File: src/rtl/fetch_pkg.sv
package fetch_pkg;

    localparam int XLEN        = 32;
    localparam int ILEN        = 32;
    localparam int INSTR_BYTES = ILEN / 8;

    typedef logic [XLEN-1:0] addr_t;
    typedef logic [ILEN-1:0] word_t;

    typedef enum logic [1:0] {
        NPC_SEQ   = 2'd0,
        NPC_HOLD  = 2'd1,
        NPC_REDIR = 2'd2
    } npc_sel_e;

    typedef struct packed {
        addr_t pc;
        logic  valid;
    } fetch_tag_t;

    function automatic addr_t seq_next(input addr_t pc);
        return pc + addr_t'(INSTR_BYTES);
    endfunction

    function automatic addr_t align_addr(input addr_t a);
        return a & ~addr_t'(INSTR_BYTES - 1);
    endfunction

endpackage

File: src/rtl/fetch_ctrl.sv
module fetch_ctrl
    import fetch_pkg::*;
(
    input  logic     stall_i,
    input  logic     redirect_i,
    output npc_sel_e sel_o,
    output logic     mem_en_o,
    output logic     tag_load_o,
    output logic     tag_valid_o
);
    // redirect outranks stall
    always_comb begin
        if (redirect_i)   sel_o = NPC_REDIR;
        else if (stall_i) sel_o = NPC_HOLD;
        else              sel_o = NPC_SEQ;
    end

    always_comb begin
        mem_en_o    = (sel_o != NPC_HOLD);
        tag_load_o  = (sel_o != NPC_HOLD);
        tag_valid_o = (sel_o == NPC_SEQ);
    end
endmodule

File: src/rtl/fetch_npc.sv
module fetch_npc
    import fetch_pkg::*;
(
    input  addr_t    pc_i,
    input  addr_t    target_i,
    input  npc_sel_e sel_i,
    output addr_t    npc_o
);
    always_comb begin
        unique case (sel_i)
            NPC_REDIR: npc_o = align_addr(target_i);
            NPC_HOLD:  npc_o = pc_i;
            default:   npc_o = seq_next(pc_i);
        endcase
    end
endmodule

File: src/rtl/fetch_pc_reg.sv
module fetch_pc_reg
    import fetch_pkg::*;
#(
    parameter addr_t RESET_VEC = 32'h0000_1000
) (
    input  logic  clk,
    input  logic  rst,
    input  addr_t npc_i,
    output addr_t pc_o
);
    always_ff @(posedge clk) begin
        if (rst) pc_o <= RESET_VEC;
        else     pc_o <= npc_i;
    end
endmodule

File: src/rtl/fetch_tag_reg.sv
module fetch_tag_reg
    import fetch_pkg::*;
(
    input  logic       clk,
    input  logic       rst,
    input  logic       load_i,
    input  fetch_tag_t tag_i,
    output fetch_tag_t tag_o
);
    always_ff @(posedge clk) begin
        if (rst) begin
            tag_o.valid <= 1'b0;
            tag_o.pc    <= '0;
        end else if (load_i) begin
            tag_o <= tag_i;
        end
    end
endmodule

File: src/rtl/fetch_seq.sv
module fetch_seq
    import fetch_pkg::*;
#(
    parameter addr_t RESET_VEC = 32'h0000_1000
) (
    input  logic        clk,
    input  logic        rst,
    input  logic        stall_i,
    input  logic        redirect_i,
    input  logic [31:0] redirect_target_i,
    output logic        imem_en_o,
    output logic [31:0] imem_addr_o,
    input  logic [31:0] imem_rdata_i,
    output logic        ifid_valid_o,
    output logic [31:0] ifid_pc_o,
    output logic [31:0] ifid_instr_o
);
    npc_sel_e   sel;
    addr_t      pc_q;
    addr_t      npc;
    logic       tag_load;
    logic       tag_valid;
    fetch_tag_t tag_d;
    fetch_tag_t tag_q;

    fetch_ctrl u_ctrl (
        .stall_i     (stall_i),
        .redirect_i  (redirect_i),
        .sel_o       (sel),
        .mem_en_o    (imem_en_o),
        .tag_load_o  (tag_load),
        .tag_valid_o (tag_valid)
    );

    fetch_npc u_npc (
        .pc_i     (pc_q),
        .target_i (redirect_target_i),
        .sel_i    (sel),
        .npc_o    (npc)
    );

    fetch_pc_reg #(.RESET_VEC(RESET_VEC)) u_pc (
        .clk   (clk),
        .rst   (rst),
        .npc_i (npc),
        .pc_o  (pc_q)
    );

    always_comb begin
        tag_d.pc    = pc_q;
        tag_d.valid = tag_valid;
    end

    fetch_tag_reg u_tag (
        .clk    (clk),
        .rst    (rst),
        .load_i (tag_load),
        .tag_i  (tag_d),
        .tag_o  (tag_q)
    );

    // the memory output register is the instruction half of IF/ID
    assign imem_addr_o  = pc_q;
    assign ifid_valid_o = tag_q.valid;
    assign ifid_pc_o    = tag_q.pc;
    assign ifid_instr_o = imem_rdata_i;
endmodule

File: config.mk
export PLATFORM = sky130hd
export DESIGN_NAME = fetch_seq
export DESIGN_NICKNAME = d
export VERILOG_FILES = /design/src/rtl/fetch_pkg.sv /design/src/rtl/fetch_ctrl.sv /design/src/rtl/fetch_npc.sv /design/src/rtl/fetch_pc_reg.sv /design/src/rtl/fetch_tag_reg.sv /design/src/rtl/fetch_seq.sv
export SDC_FILE = /design/constraint.sdc
export NUM_CORES = 1
export LEC_CHECK = 0
export BUFFER_PORTS_ARGS = -buffer_cell sky130_fd_sc_hd__buf_4
export CORE_ASPECT_RATIO = 1.5
export CORE_UTILIZATION = 45
export CTS_CLUSTER_DIAMETER = 200
export CTS_CLUSTER_SIZE = 30
export DETAILED_ROUTE_END_ITERATION = 8
export PLACE_DENSITY = 0.79
export SLEW_MARGIN = 15
export SYNTH_ARGS = -nofsm -noshare
export SYNTH_HDL_FRONTEND = slang
export SYNTH_SLANG_ARGS = --single-unit
File: constraint.sdc
create_clock -name clk -period 3.43 [get_ports clk]
set_input_delay 1.029 -clock clk [delete_from_list [all_inputs] [get_ports clk]]
set_output_delay 1.029 -clock clk [all_outputs]
set_load 0.01 [all_outputs]
# After elaboration in Yosys (flattened, before gate mapping)
# Index checks and enable logic that the tools add are counted.
dict set report classes {
  addsub 1
  eq_ne 3
  muxes 3
  reduce_logical 1
}
# operator count
set ops {}
lappend ops {{case mux 32 bit (2 select lines)} 1}
lappend ops {{adder 32 x 3 -> 32 bit (second input constant)} 1}
lappend ops {{== test 2 x 1 -> 1 bit (second input constant)} 1}
lappend ops {{== test 2 bit (second input constant)} 1}
lappend ops {{zero test 2 bit} 1}
lappend ops {{two-way mux 2 bit} 1}
lappend ops {{inequality test 2 x 1 -> 1 bit (second input constant)} 1}
lappend ops {{two-way mux 1 bit} 1}
dict set report totals {
  ff_bits 65
  out_inout_bits 98
  wordCells 11
}

# Depth between registers and ports, before layout
# Gate-level depths: netlist of the first run.
dict set report logic_depth {
  ltp_word 4
  mapped_depth 6
  ltp_nobuf 5
}

# Modules after synthesis
# A second synthesis of the first run with hierarchy kept.
dict set report unflattened {
  cells_unflattened 386
  area_unflattened_um2 3473.3
}
# mod instances cells_each area_each_um2 seq_area_each_um2
set modules_own_cells {}
lappend modules_own_cells {fetch_tag_reg 1 107 1202.4 660.6}
lappend modules_own_cells {fetch_npc 1 175 1137.3 0.0}
lappend modules_own_cells {fetch_pc_reg 1 67 862.1 640.6}
lappend modules_own_cells {fetch_seq 1 32 240.2 0.0}
lappend modules_own_cells {fetch_ctrl 1 5 31.3 0.0}

# Least setup slack after synthesis of the first run
# Ideal clock, no wire load.
dict set report synth_path {
  path_kind {input -> output}
  start {input stall_i}
  end {output imem_en_o}
  t_arrival_ns 1.723
  path_slack_ns 0.678
  stages 4
  path_buffers 2
  path_cell_list {buf_4 > nor2b_1 > inv_1 > clkbuf_1}
}
dict set report synth_between {
  elab_chain_len 3
}
# item line
set synth_lines {}
lappend synth_lines {{start: declaration} fetch_seq.sv:8} ;# input logic stall_i,
lappend synth_lines {{two-way mux 1 bit} fetch_ctrl.sv:14} ;# else if (stall_i) sel_o = NPC_HOLD;
lappend synth_lines {{two-way mux 2 bit} fetch_ctrl.sv:13} ;# if (redirect_i) sel_o = NPC_REDIR;
lappend synth_lines {{inequality test 2 x 1 -> 1 bit} fetch_ctrl.sv:19} ;# mem_en_o = (sel_o != NPC_HOLD);
lappend synth_lines {{end: declaration} fetch_seq.sv:11} ;# output logic imem_en_o,
# Every way passes these cells.

# Final worst setup path of the first run
# Ends and elaborated chain as after synthesis.

==> results of run 1 <==
worst min-delay path by stage:
| stage | endpoint | slack (ns) | depth (start not counted) |
|---|---|---|---|
| 2_1_floorplan | u_tag.tag_o[9]$_SDFFE_PP0P_ | 0.48 | 2 |
| 3_3_place_gp | u_tag.tag_o[19]$_SDFFE_PP0P_ | 0.44 | 2 |
| 3_5_place_dp | u_tag.tag_o[5]$_SDFFE_PP0P_ | 0.44 | 2 |
| 4_1_cts | u_tag.tag_o[22]$_SDFFE_PP0P_ | 0.45 | 2 |
| 5_1_grt | u_tag.tag_o[17]$_SDFFE_PP0P_ | 0.47 | 2 |
| 6_report | u_tag.tag_o[22]$_SDFFE_PP0P_ | 0.45 | 2 |
placed cells by master, fill, tap and decap left out, types with 3 or more instances in the layout:
cell,Yosys,routed
o21ai_0,7,7
clkinv_2,0,4
xor2_1,4,4
or3_1,3,3
o31ai_1,11,11
and4_1,4,4
nand3_1,5,5
nand4_1,11,11
nor2_1,23,23
or4_1,11,11
a211oi_1,7,7
nand2_1,72,72
dfxtp_1,61,61
xnor2_1,7,7
conb_1,1,4
a21oi_1,33,33
a311oi_1,14,14
inv_1,9,9
nor4_1,5,5
buf_4,37,98
clkbuf_8,0,10
power by group through the flow:
stage / logic, W / registers, W / clock network (W)
2_1_floorplan: 0.000141 / 0.000828 / 0
3_3_place_gp: 0.000225 / 0.000821 / 0
3_5_place_dp: 0.000231 / 0.000822 / 0
4_1_cts: 0.000231 / 0.000807 / 0.000645
5_1_grt: 0.000253 / 0.000814 / 0.000671
6_report: 0.000228 / 0.000808 / 0.000625
metrics by stage:
| step | area, µm² | cells | utilization | setup WS, ns |
|---|---|---|---|---|
| floorplan | 3100 | 383 | - | 0.678 |
| global placement | 3560 | 497 | 0.542 | 0.720 |
| detailed placement | 3560 | 497 | 0.542 | 0.704 |
| CTS | 3750 | 513 | 0.571 | 0.855 |
| global route | 3750 | 513 | 0.571 | 0.829 |
| finish | 3750 | 513 | 0.571 | 0.858 |
cells by family (layout without fill, tap and decap cells):
group           count (synthesis)  count (layout)  synth area share
compound gates                 82              82             0.177
xor+xnor                       11              11            0.0312
fa+ha+maj                       1               1           0.00405
buf+inv                        70             124             0.131
flops                          61              61             0.396
mux                             1               1           0.00324
other cells                     1               4           0.00121
simple gates                  153             153             0.257
registers in the layout, indices dropped and copies added, names as in the netlist:
signal / flops
u_pc.pc_o: 30
u_tag.tag_o: 31
routing by layer:
| layer | up-vias | routed length [µm] | share of wire |
|---|---|---|---|
| li1 | 1426 | - | - |
| met1 | 1338 | 3130 | 0.40 |
| met2 | 99 | 4080 | 0.52 |
| met3 | 26 | 479 | 0.061 |
| met4 | 0 | 178 | 0.023 |
| met5 | - | 0 | 0 |
Yosys cell counts, types with 2 or more instances:
master / n / share of area
clkbuf_1: 20 / 0.024
and2_1: 2 / 0.0041
o41ai_1: 2 / 0.0057
nand3b_1: 2 / 0.0049
o211a_1: 2 / 0.0065
nor4_1: 5 / 0.010
a31oi_1: 2 / 0.0041
and4_1: 4 / 0.011
or4_1: 11 / 0.027
buf_2: 2 / 0.0032
dfxtp_1: 61 / 0.40
or3_1: 3 / 0.0061
or4b_1: 2 / 0.0065
nand3_1: 5 / 0.0081
nor2b_1: 2 / 0.0041
a21oi_1: 33 / 0.054
nand2_1: 72 / 0.088
xnor2_1: 7 / 0.020
buf_4: 37 / 0.090
o21ai_0: 7 / 0.011
nor2_1: 23 / 0.028
a311oi_1: 14 / 0.040
o31ai_1: 11 / 0.027
nand4_2: 2 / 0.0081
a211oi_1: 7 / 0.017
xor2_1: 4 / 0.011
nand4_1: 11 / 0.022
inv_1: 9 / 0.011
worst register-to-register path, stage by stage (launching register included):
cell,delay [ns]
dfxtp_1,0.46
and4_1,0.31
nand4_1,0.55
or4_1,0.69
a311oi_1,0.26
layout make-up:
cell class                      count  area share
Clock buffer                       11      0.0377
Tap cell                           76      0.0253
Sequential cell                    61       0.325
Timing Repair Buffer               98       0.196
Inverter                           10      0.0100
Clock inverter                      5      0.0133
Multi-Input combinational cell    252       0.393
==> flow_summary.yaml, run 1 <==
floorplanning:
  core_um2: 6580
  die_h_um: 103
  die_x_um: 69.6
  std_cell_rows: 36
  die_area_um2: 7200
  initial_utilization: 0.469
  ioPinCount: 166
worst_setup_path:
  crit_family: "buffers and inverters"
  path_buf_inv: 3
  r2r_slack_ns: 1.08
  critPathCaptureType: "output pin"
  startpoint: "stall_i"
  required_ns: 2.40
  cp_max_fo: 9
  worstSetupPathDepth: 4
  path_class: "in2out"
  crit_arrival_ns: 1.54
  start_kind: "primary input"
  crit_top_cell: "buf_4"
  crit_slowest_cell: "nor2b_2"
  cp_slowest_stage_delay_ns: 0.17
  cp_cell_sequence: "buf_4, nor2b_2, inv_1, buf_4"
  r2r-end: "u_pc.pc_o[23]$_SDFFE_PP0P_"
  rr_worst_depth: 4
  r2r_start: "u_pc.pc_o[17]$_SDFFE_PP0P_"
  cp-endpoint: "imem_en_o"
route:
  drc: 0
  vias_per_cell: 5.63
  via_count: 2889
  drt-initial-drc-count: 90
  drtAntennaViolNets: 0
  routedWlPerCell_um: 15.4
  firstDrtPassIters: 4
  routed_wirelength_um: 7880
power_and_ir_drop:
  p_leak_nw: 1.52
  sw_frac_of_total: 0.267
  combPwrFrac: 0.137
  netSwitchingPower_w: 0.000443
  power.density_nw_per_um2: 442
  pwr-share-clk: 0.376
  irDropWorstVdd_v: 0.000260
  pwr-share-seq: 0.486
  power_w: 0.00166
  p_int_w: 0.00122
global_routing:
  grt_max_degree: 55
  grt_use_met2: 0.384
  antenna_found_initial: 0
  grt_pass1_wl_um: 12800
  grt_pass1_vias: 2651
  track_usage: 0.221
  grtUsageMet1: 0.252
  overflow: 0
  grt_util_met3: 0.0620
  busiest_layer: "met2"
timing:
  rsz0062_at_grt: "false"
  timing.hold.ws_ns: 0.449
  finalCriticalPeriod_ns: 2.57
  setup_viol_count_final: 0
  maxSlewHeadroom: 0.560
  fmax_mhz: 389
  drv_slew: 0
  finalCritPeriodShare: 0.750
  hold_viol: 0
  worst_pin_slew_ns: 0.658
  fin_tns_setup_ns: 0
  clock_skew_ns: 0.00604
synthesis:
  synth.yosys.seq_area_share: 0.396
  syn_area_um2: 3090
  avgSynthCellArea_um2: 8.12
  synth-edff-count: 0
  ys_ff_latch: 61
  synth_warnings: 0
  synthFlopType: "dfxtp_1"
  async_reset_ff_frac: 0
  netlist_instances: 380
  ys_types: 46
min_path:
  min_path_type: "reg2reg"
  worstHoldStart: "u_tag.tag_o[22]$_SDFFE_PP0P_"
clock_tree:
  cts.sinks: 61
  path_clk_slew_ns: 0.06
  cts_tree: "done"
  htree_levels: 3
  root_buffer: "clkbuf_8"
  clock_latency_ns: 0.33
  hold_buffers: 0
  post_cts_buffers: 0
  cts_buffers: 9
  cts_resized: 0
  cts_buffer_depth: 2
placement:
  port_buffers: 95
  place_congestion: 0.822
  hpwlAfterDp_um: 5340
layout:
  fin_nets: 501
  multiInputGateArea_um2: 1470
  ff_latch_area_um2: 1220
  antenna_cells: 0
  drive_gt1_frac: 0.272
  fillers: 621
  areaGrowthSynthToFinish_pct: 21.6
outcome:
  status: "complete, no violations"
flow_run:
  maxCapViolCount: 0
Note: power is estimated with default switching activity, not from simulation.
==> run 2, diff against run 1 <==
--- a/config.mk
+++ b/config.mk
@@ -5,13 +5,14 @@
 export SDC_FILE = /design/constraint.sdc
 export NUM_CORES = 1
 export LEC_CHECK = 0
+export ABC_AREA = 1
 export BUFFER_PORTS_ARGS = -buffer_cell sky130_fd_sc_hd__buf_4
 export CORE_ASPECT_RATIO = 1.5
-export CORE_UTILIZATION = 45
+export CORE_UTILIZATION = 42
 export CTS_CLUSTER_DIAMETER = 200
 export CTS_CLUSTER_SIZE = 30
 export DETAILED_ROUTE_END_ITERATION = 8
-export PLACE_DENSITY = 0.79
+export PLACE_DENSITY = 0.76
 export SLEW_MARGIN = 15
 export SYNTH_ARGS = -nofsm -noshare
 export SYNTH_HDL_FRONTEND = slang
==> constraint.sdc (replaced) <==
create_clock -name clk -period 2.3 [get_ports clk]
set_input_delay 0.69 -clock clk [delete_from_list [all_inputs] [get_ports clk]]
set_output_delay 0.69 -clock clk [all_outputs]
set_load 0.01 [all_outputs]
==> run 2 against run 1 <==
Against the previous run: area after synthesis up 12%; utilization down 3.3 points; register-to-register slack worse by 0.48 ns; count of clock-buffer cells in the layout up 3; critical path depth unchanged; sequential cell count unchanged; global-route usage up 0.50 points; critical path type unchanged; largest power group is now clock.
==> flow_summary.yaml, run 2 <==
worst_setup_path:
  cp_cell_sequence: "buf_4, inv_2, nand2_2, buf_4"
  r2r_slack_ns: 0.60
  r2r-end: "u_pc.pc_o[28]$_SDFFE_PP0P_"
  critPathCaptureType: "output pin"
  r2r_start: "u_pc.pc_o[3]$_SDFFE_PP0P_"
  cp_max_fo: 12
  path_buf_inv: 3
  start_kind: "primary input"
  required_ns: 1.61
  crit_slowest_cell: "inv_2"
  cp_slowest_stage_delay_ns: 0.15
  path_class: "in2out"
  crit_family: "buffers and inverters"
  crit_top_cell: "buf_4"
  rr_worst_depth: 9
  crit_arrival_ns: 1.23
global_routing:
  grt_pass1_wl_um: 15300
  overflow: 0
  antenna_found_initial: 0
  grt_max_degree: 71
  track_usage: 0.226
  grt_pass1_vias: 3285
layout:
  multiInputGateArea_um2: 1690
  layout_common_cells: "nand2_1, buf_4, dfxtp_1"
  regMostFlops: "u_tag.tag_o"
  areaGrowthSynthToFinish_pct: 24.2
  fillers: 798
  fin_nets: 637
  mostFrequentLayoutCell: "nand2_1"
  antenna_cells: 0
  ff_latch_area_um2: 1220
  top_regs: "u_tag.tag_o x31, u_pc.pc_o x30"
  drive_gt1_frac: 0.247
  largest_reg_flops: 31
synthesis:
  ys_top_cells_by_area: "dfxtp_1, nand2_1, buf_4"
  ys_types: 26
  async_reset_ff_frac: 0
  synth_warnings: 0
  avgSynthCellArea_um2: 6.75
  yosysTopAreaCellShare: 0.355
  ys_ff_latch: 61
  syn_area_um2: 3440
  synth.most_common_cell: "nand2_1"
  netlist_instances: 510
  synth_commonest_cells: "nand2_1, dfxtp_1, nor2_1, o21ai_0, inv_1"
  synthFlopType: "dfxtp_1"
  synth.yosys.seq_area_share: 0.355
  yosys.area.top_type: "dfxtp_1"
  synth-edff-count: 0
clock_tree:
  cts_resized: 0
  hold_buffers: 0
  cts_buffer_depth: 2
  post_cts_buffers: 0
  clock_latency_ns: 0.33
  cts_buffers: 9
  cts.sinks: 61
  root_buffer: "clkbuf_16"
  path_clk_slew_ns: 0.05
  cts_tree: "done"
  htree_levels: 3
min_path:
  holdPathStages: 2
  hold-path-endpoint: "u_tag.tag_o[3]$_SDFFE_PP0P_"
  worstHoldStart: "u_tag.tag_o[3]$_SDFFE_PP0P_"
  min_path_type: "reg2reg"
timing:
  fin_tns_setup_ns: 0
  setup_viol_count_final: 0
  clock_skew_ns: 0.00337
  fmax_mhz: 520
  rsz0062_at_grt: "false"
  hold_viol: 0
  finalCritPeriodShare: 0.836
  timing.hold.ws_ns: 0.470
  drv_slew: 0
  finalCriticalPeriod_ns: 1.92
route:
  drtAntennaViolNets: 0
  via_count: 3355
  drc: 0
  routed_wirelength_um: 9260
  firstDrtPassIters: 4
  routedWlPerCell_um: 13.7
  drt-initial-drc-count: 142
  vias_per_cell: 4.96
outcome:
  status: "complete, no violations"
placement:
  place_congestion: 0.906
  port_buffers: 95
  hpwlAfterDp_um: 6980
floorplanning:
  die_x_um: 75.9
  initial_utilization: 0.433
  die_area_um2: 8570
  ioPinCount: 166
  std_cell_rows: 40
  die_h_um: 113
  core_um2: 7960
power_and_ir_drop:
  power.density_nw_per_um2: 664
  p_leak_nw: 1.91
  irDropWorstVdd_v: 0.000373
flow_run:
  maxCapViolCount: 0
## run 2: cell count changes after synthesis, moves of 10 or more
cell      previous run  this run
a21oi_1             33        43
a311oi_1            14         0
inv_1                9        48
nand2_1             72       120
nand3_1              5        21
nand4_1             11         0
nor2_1              23        54
o21ai_0              7        54
o31ai_1             11         0
or4_1               11         0
## run 2: worst max path at each step
stage / from / endpoint / slack, ns / cells after the start
4_1_cts: redirect_i / imem_en_o / 0.37 / 4
5_1_grt: redirect_i / imem_en_o / 0.34 / 4
2_1_floorplan: redirect_i / imem_en_o / 0.28 / 4
3_5_place_dp: redirect_i / u_pc.pc_o[12]$_SDFFE_PP1P_ / 0.32 / 7
6_report: redirect_i / imem_en_o / 0.38 / 4
3_3_place_gp: redirect_i / u_pc.pc_o[12]$_SDFFE_PP1P_ / 0.34 / 7
## run 2: cell type report
cell class	count	area share
multi-input cells	344	0.395
flip-flops and latches	61	0.285
repair buffers	100	0.178
clock buffers	14	0.0640
inverters	52	0.0456
well taps	105	0.0307
clock inverters	1	0.00117
## run 2: cell families (layout without fill, tap and decap cells)
kind of cell | Yosys count | in the layout | synth area share
and+or+nand+nor | 216 | 216 | 0.277
adders and majority gates | 1 | 1 | 0.00363
buffers and inverters | 108 | 167 | 0.158
xor gates and xnor gates | 14 | 14 | 0.0356
other | 1 | 4 | 0.00109
DFF | 61 | 61 | 0.355
AOI/OAI and AO/OA | 109 | 109 | 0.170
## run 2: report_power, final
group,leakage [nW],internal [W],switching (W)
registers,0.504,0.00113,0.0000696
logic,1.27,0.000188,0.000210
clock network,0.139,0.000808,0.000440
total,1.91,0.00212,0.000720
## run 2: stage by stage
| stage | std cells | total power, W | utilization | cell area (µm²) | worst slack [ns] |
|---|---|---|---|---|---|
| finish | 677 | 0.00284 | 0.538 | 4280 | 0.376 |
| global route | 677 | 0.00296 | 0.538 | 4280 | 0.338 |
| CTS | 677 | 0.00287 | 0.538 | 4280 | 0.370 |
| detailed placement | 662 | 0.00162 | 0.503 | 4000 | 0.318 |
| global placement | 662 | 0.00161 | 0.503 | 4000 | 0.339 |
| floorplan | 513 | 0.00147 | - | 3460 | 0.281 |
## run 2: layer usage
metal	wire length (µm)	global-route usage	part of all wire
met1	3550	0.233	0.38
met2	4760	0.410	0.51
met3	480	0.0379	0.052
met4	472	0.168	0.051
met5	0	0	0
## run 2: worst reg2reg max path: cells and delay by family (launching register included)
kind	cells	cell delay [ns]
AOI/OAI and AO/OA	1	0.13
adders and majority gates	1	0.23
DFF	1	0.40
and+or+nand+nor	7	0.90
==> run 3, diff against run 2 <==
==> constraint.sdc (replaced) <==
create_clock -name clk -period 1.75 [get_ports clk]
set_input_delay 0.525 -clock clk [delete_from_list [all_inputs] [get_ports clk]]
set_output_delay 0.525 -clock clk [all_outputs]
set_load 0.01 [all_outputs]
==> run 3 against run 2 <==
Against the previous run: non-clock buffer count grew 13; sequential cell count did not move; total power up 51%; critical path type is now reg2reg; die area is the same; setup slack got worse by 0.25 ns; highest routed layer unchanged.
==> flow_summary.yaml, run 3 (synthesized netlist as in run 2, its figures left out) <==
power_and_ir_drop:
  pwr-share-seq: 0.364
  combPwrFrac: 0.132
  power.density_nw_per_um2: 961
  p_leak_nw: 2.02
  sw_frac_of_total: 0.229
  netSwitchingPower_w: 0.000985
  p_int_w: 0.00331
  irDropWorstVdd_v: 0.000531
  pwr-share-clk: 0.504
floorplanning:
  die_x_um: 75.9
  ioPinCount: 166
  std_cell_rows: 40
  initial_utilization: 0.433
  die_h_um: 113
  die_area_um2: 8570
  core_um2: 7960
layout:
  top_regs: "u_tag.tag_o x31, u_pc.pc_o x30"
  drive_gt1_frac: 0.265
  areaGrowthSynthToFinish_pct: 29.9
  mostFrequentLayoutCell: "nand2_1"
  regMostFlops: "u_tag.tag_o"
  layout_common_cells: "nand2_1, buf_4, dfxtp_1"
  largest_reg_flops: 31
  utilization: 0.562
  fin_nets: 650
  antenna_cells: 0
global_routing:
  antenna_found_initial: 0
  overflow: 0
  grtUsageMet1: 0.241
  track_usage: 0.242
  grt_pass1_vias: 3500
  busiest_layer: "met2"
  grt_max_degree: 39
  grt_pass1_wl_um: 16300
  grt_use_met2: 0.444
  grt_util_met3: 0.0460
placement:
  port_buffers: 95
  hpwlAfterDp_um: 7440
  place_congestion: 0.928
route:
  drc: 0
  firstDrtPassIters: 5
  vias_per_cell: 5.07
  routedWlPerCell_um: 14.4
  routed_wirelength_um: 9950
  drtAntennaViolNets: 0
  drt-initial-drc-count: 196
  via_count: 3496
clock_tree:
  hold_buffers: 0
  root_buffer: "clkbuf_16"
  post_cts_buffers: 0
  cts_buffer_depth: 2
  path_clk_slew_ns: 0.05
  clock_latency_ns: 0.33
  cts_resized: 0
  cts.sinks: 61
  cts_buffers: 9
  cts_tree: "done"
  htree_levels: 3
timing:
  setup_viol_count_final: 0
  clock_skew_ns: 0.00357
  finalCritPeriodShare: 0.927
  hold_viol: 0
  rsz0062_at_grt: "false"
  fmax_mhz: 616
  fin_tns_setup_ns: 0
  finalCriticalPeriod_ns: 1.62
  drv_slew: 0
worst_setup_path:
  r2r_slack_ns: 0.13
  cp-endpoint: "u_pc.pc_o[20]$_SDFFE_PP0P_"
  path_class: "reg2reg"
  crit_slowest_cell: "dfxtp_1"
  r2r_start: "u_pc.pc_o[3]$_SDFFE_PP0P_"
  cp_max_fo: 5
  crit_top_cell: "nand2_1"
  startpoint: "u_pc.pc_o[3]$_SDFFE_PP0P_"
  crit_arrival_ns: 1.89
  cp_slowest_stage_delay_ns: 0.41
  required_ns: 2.01
  r2r-end: "u_pc.pc_o[20]$_SDFFE_PP0P_"
  rr_worst_depth: 9
  cp_cell_sequence: "ha_1, nand2_1, nor2_2, nand2_4, nor2_4, nand2_1, nand2_1, nand3_1, a21oi_1"
  critPathCaptureType: "flip-flop"
  start_kind: "flip-flop"
flow_run:
  maxCapViolCount: 0
outcome:
  status: "complete, no violations"
min_path:
  min_path_type: "in2reg"
==> run 3: changes by cell type in the layout (fill, tap and decap cells not counted), sizes merged <==
| cell | before | now |
|---|---|---|
| bufinv | 0 | 4 |
| clkbuf | 14 | 11 |
| buf | 100 | 113 |
| clkinv | 1 | 0 |
==> run 3: worst min path at each step <==
stage | start | end | slack [ns] | cells past startpoint
after floorplan | u_tag.tag_o[3]$_SDFFE_PP0P_ | u_tag.tag_o[3]$_SDFFE_PP0P_ | 0.48 | 2
after global placement | u_tag.tag_o[3]$_SDFFE_PP0P_ | u_tag.tag_o[3]$_SDFFE_PP0P_ | 0.47 | 2
after detailed placement | u_tag.tag_o[3]$_SDFFE_PP0P_ | u_tag.tag_o[3]$_SDFFE_PP0P_ | 0.47 | 2
after CTS | rst | u_pc.pc_o[13]$_SDFFE_PP0P_ | 0.41 | 2
after global routing | rst | u_pc.pc_o[13]$_SDFFE_PP0P_ | 0.42 | 2
final | rst | u_pc.pc_o[13]$_SDFFE_PP0P_ | 0.42 | 2
==> run 3: final cells by class <==
type	instances	area, µm²
clock buffer	11	243
tap	105	131
sequential	61	1220
multi-input combinational	344	1690
fill	737	3480
timing repair buffer	113	873
clock inverter	4	120
inverter	52	195
==> run 3: per-layer routing <==
metal,vias up,part of all wire
met1,1601,0.38
met5,-,0
met4,0,0.054
met3,53,0.054
li1,1716,-
met2,126,0.51
==> run 3: critical path, delay by kind of cell (launching register included) <==
kind,cells,cell delay (ns)
adder cells (fa/ha/maj),1,0.22
flip-flops,1,0.41
AND/OR/NAND/NOR,7,0.80
AO/OA/AOI/OAI,1,0.12
==> run 3: power by group through the flow <==
stage	Sequential, W	Combinational, W	Clock, W
2_1_floorplan	0.00162	0.000319	0
4_1_cts	0.00156	0.000572	0.00219
6_report	0.00157	0.000567	0.00217
5_1_grt	0.00157	0.000625	0.00225
3_3_place_gp	0.00159	0.000555	0
3_5_place_dp	0.00159	0.000567	0
==> run 3: stage by stage <==
stage / cells / total power [W] / worst slack [ns] / area, µm² / hold slack [ns]
floorplan: 513 / 0.00194 / 0.0606 / 3460 / 0.484
global placement: 675 / 0.00214 / 0.189 / 4110 / 0.466
detailed placement: 675 / 0.00216 / 0.154 / 4110 / 0.468
CTS: 690 / 0.00433 / 0.133 / 4470 / 0.406
global route: 690 / 0.00445 / 0.0313 / 4470 / 0.418
finish: 690 / 0.00430 / 0.127 / 4470 / 0.417
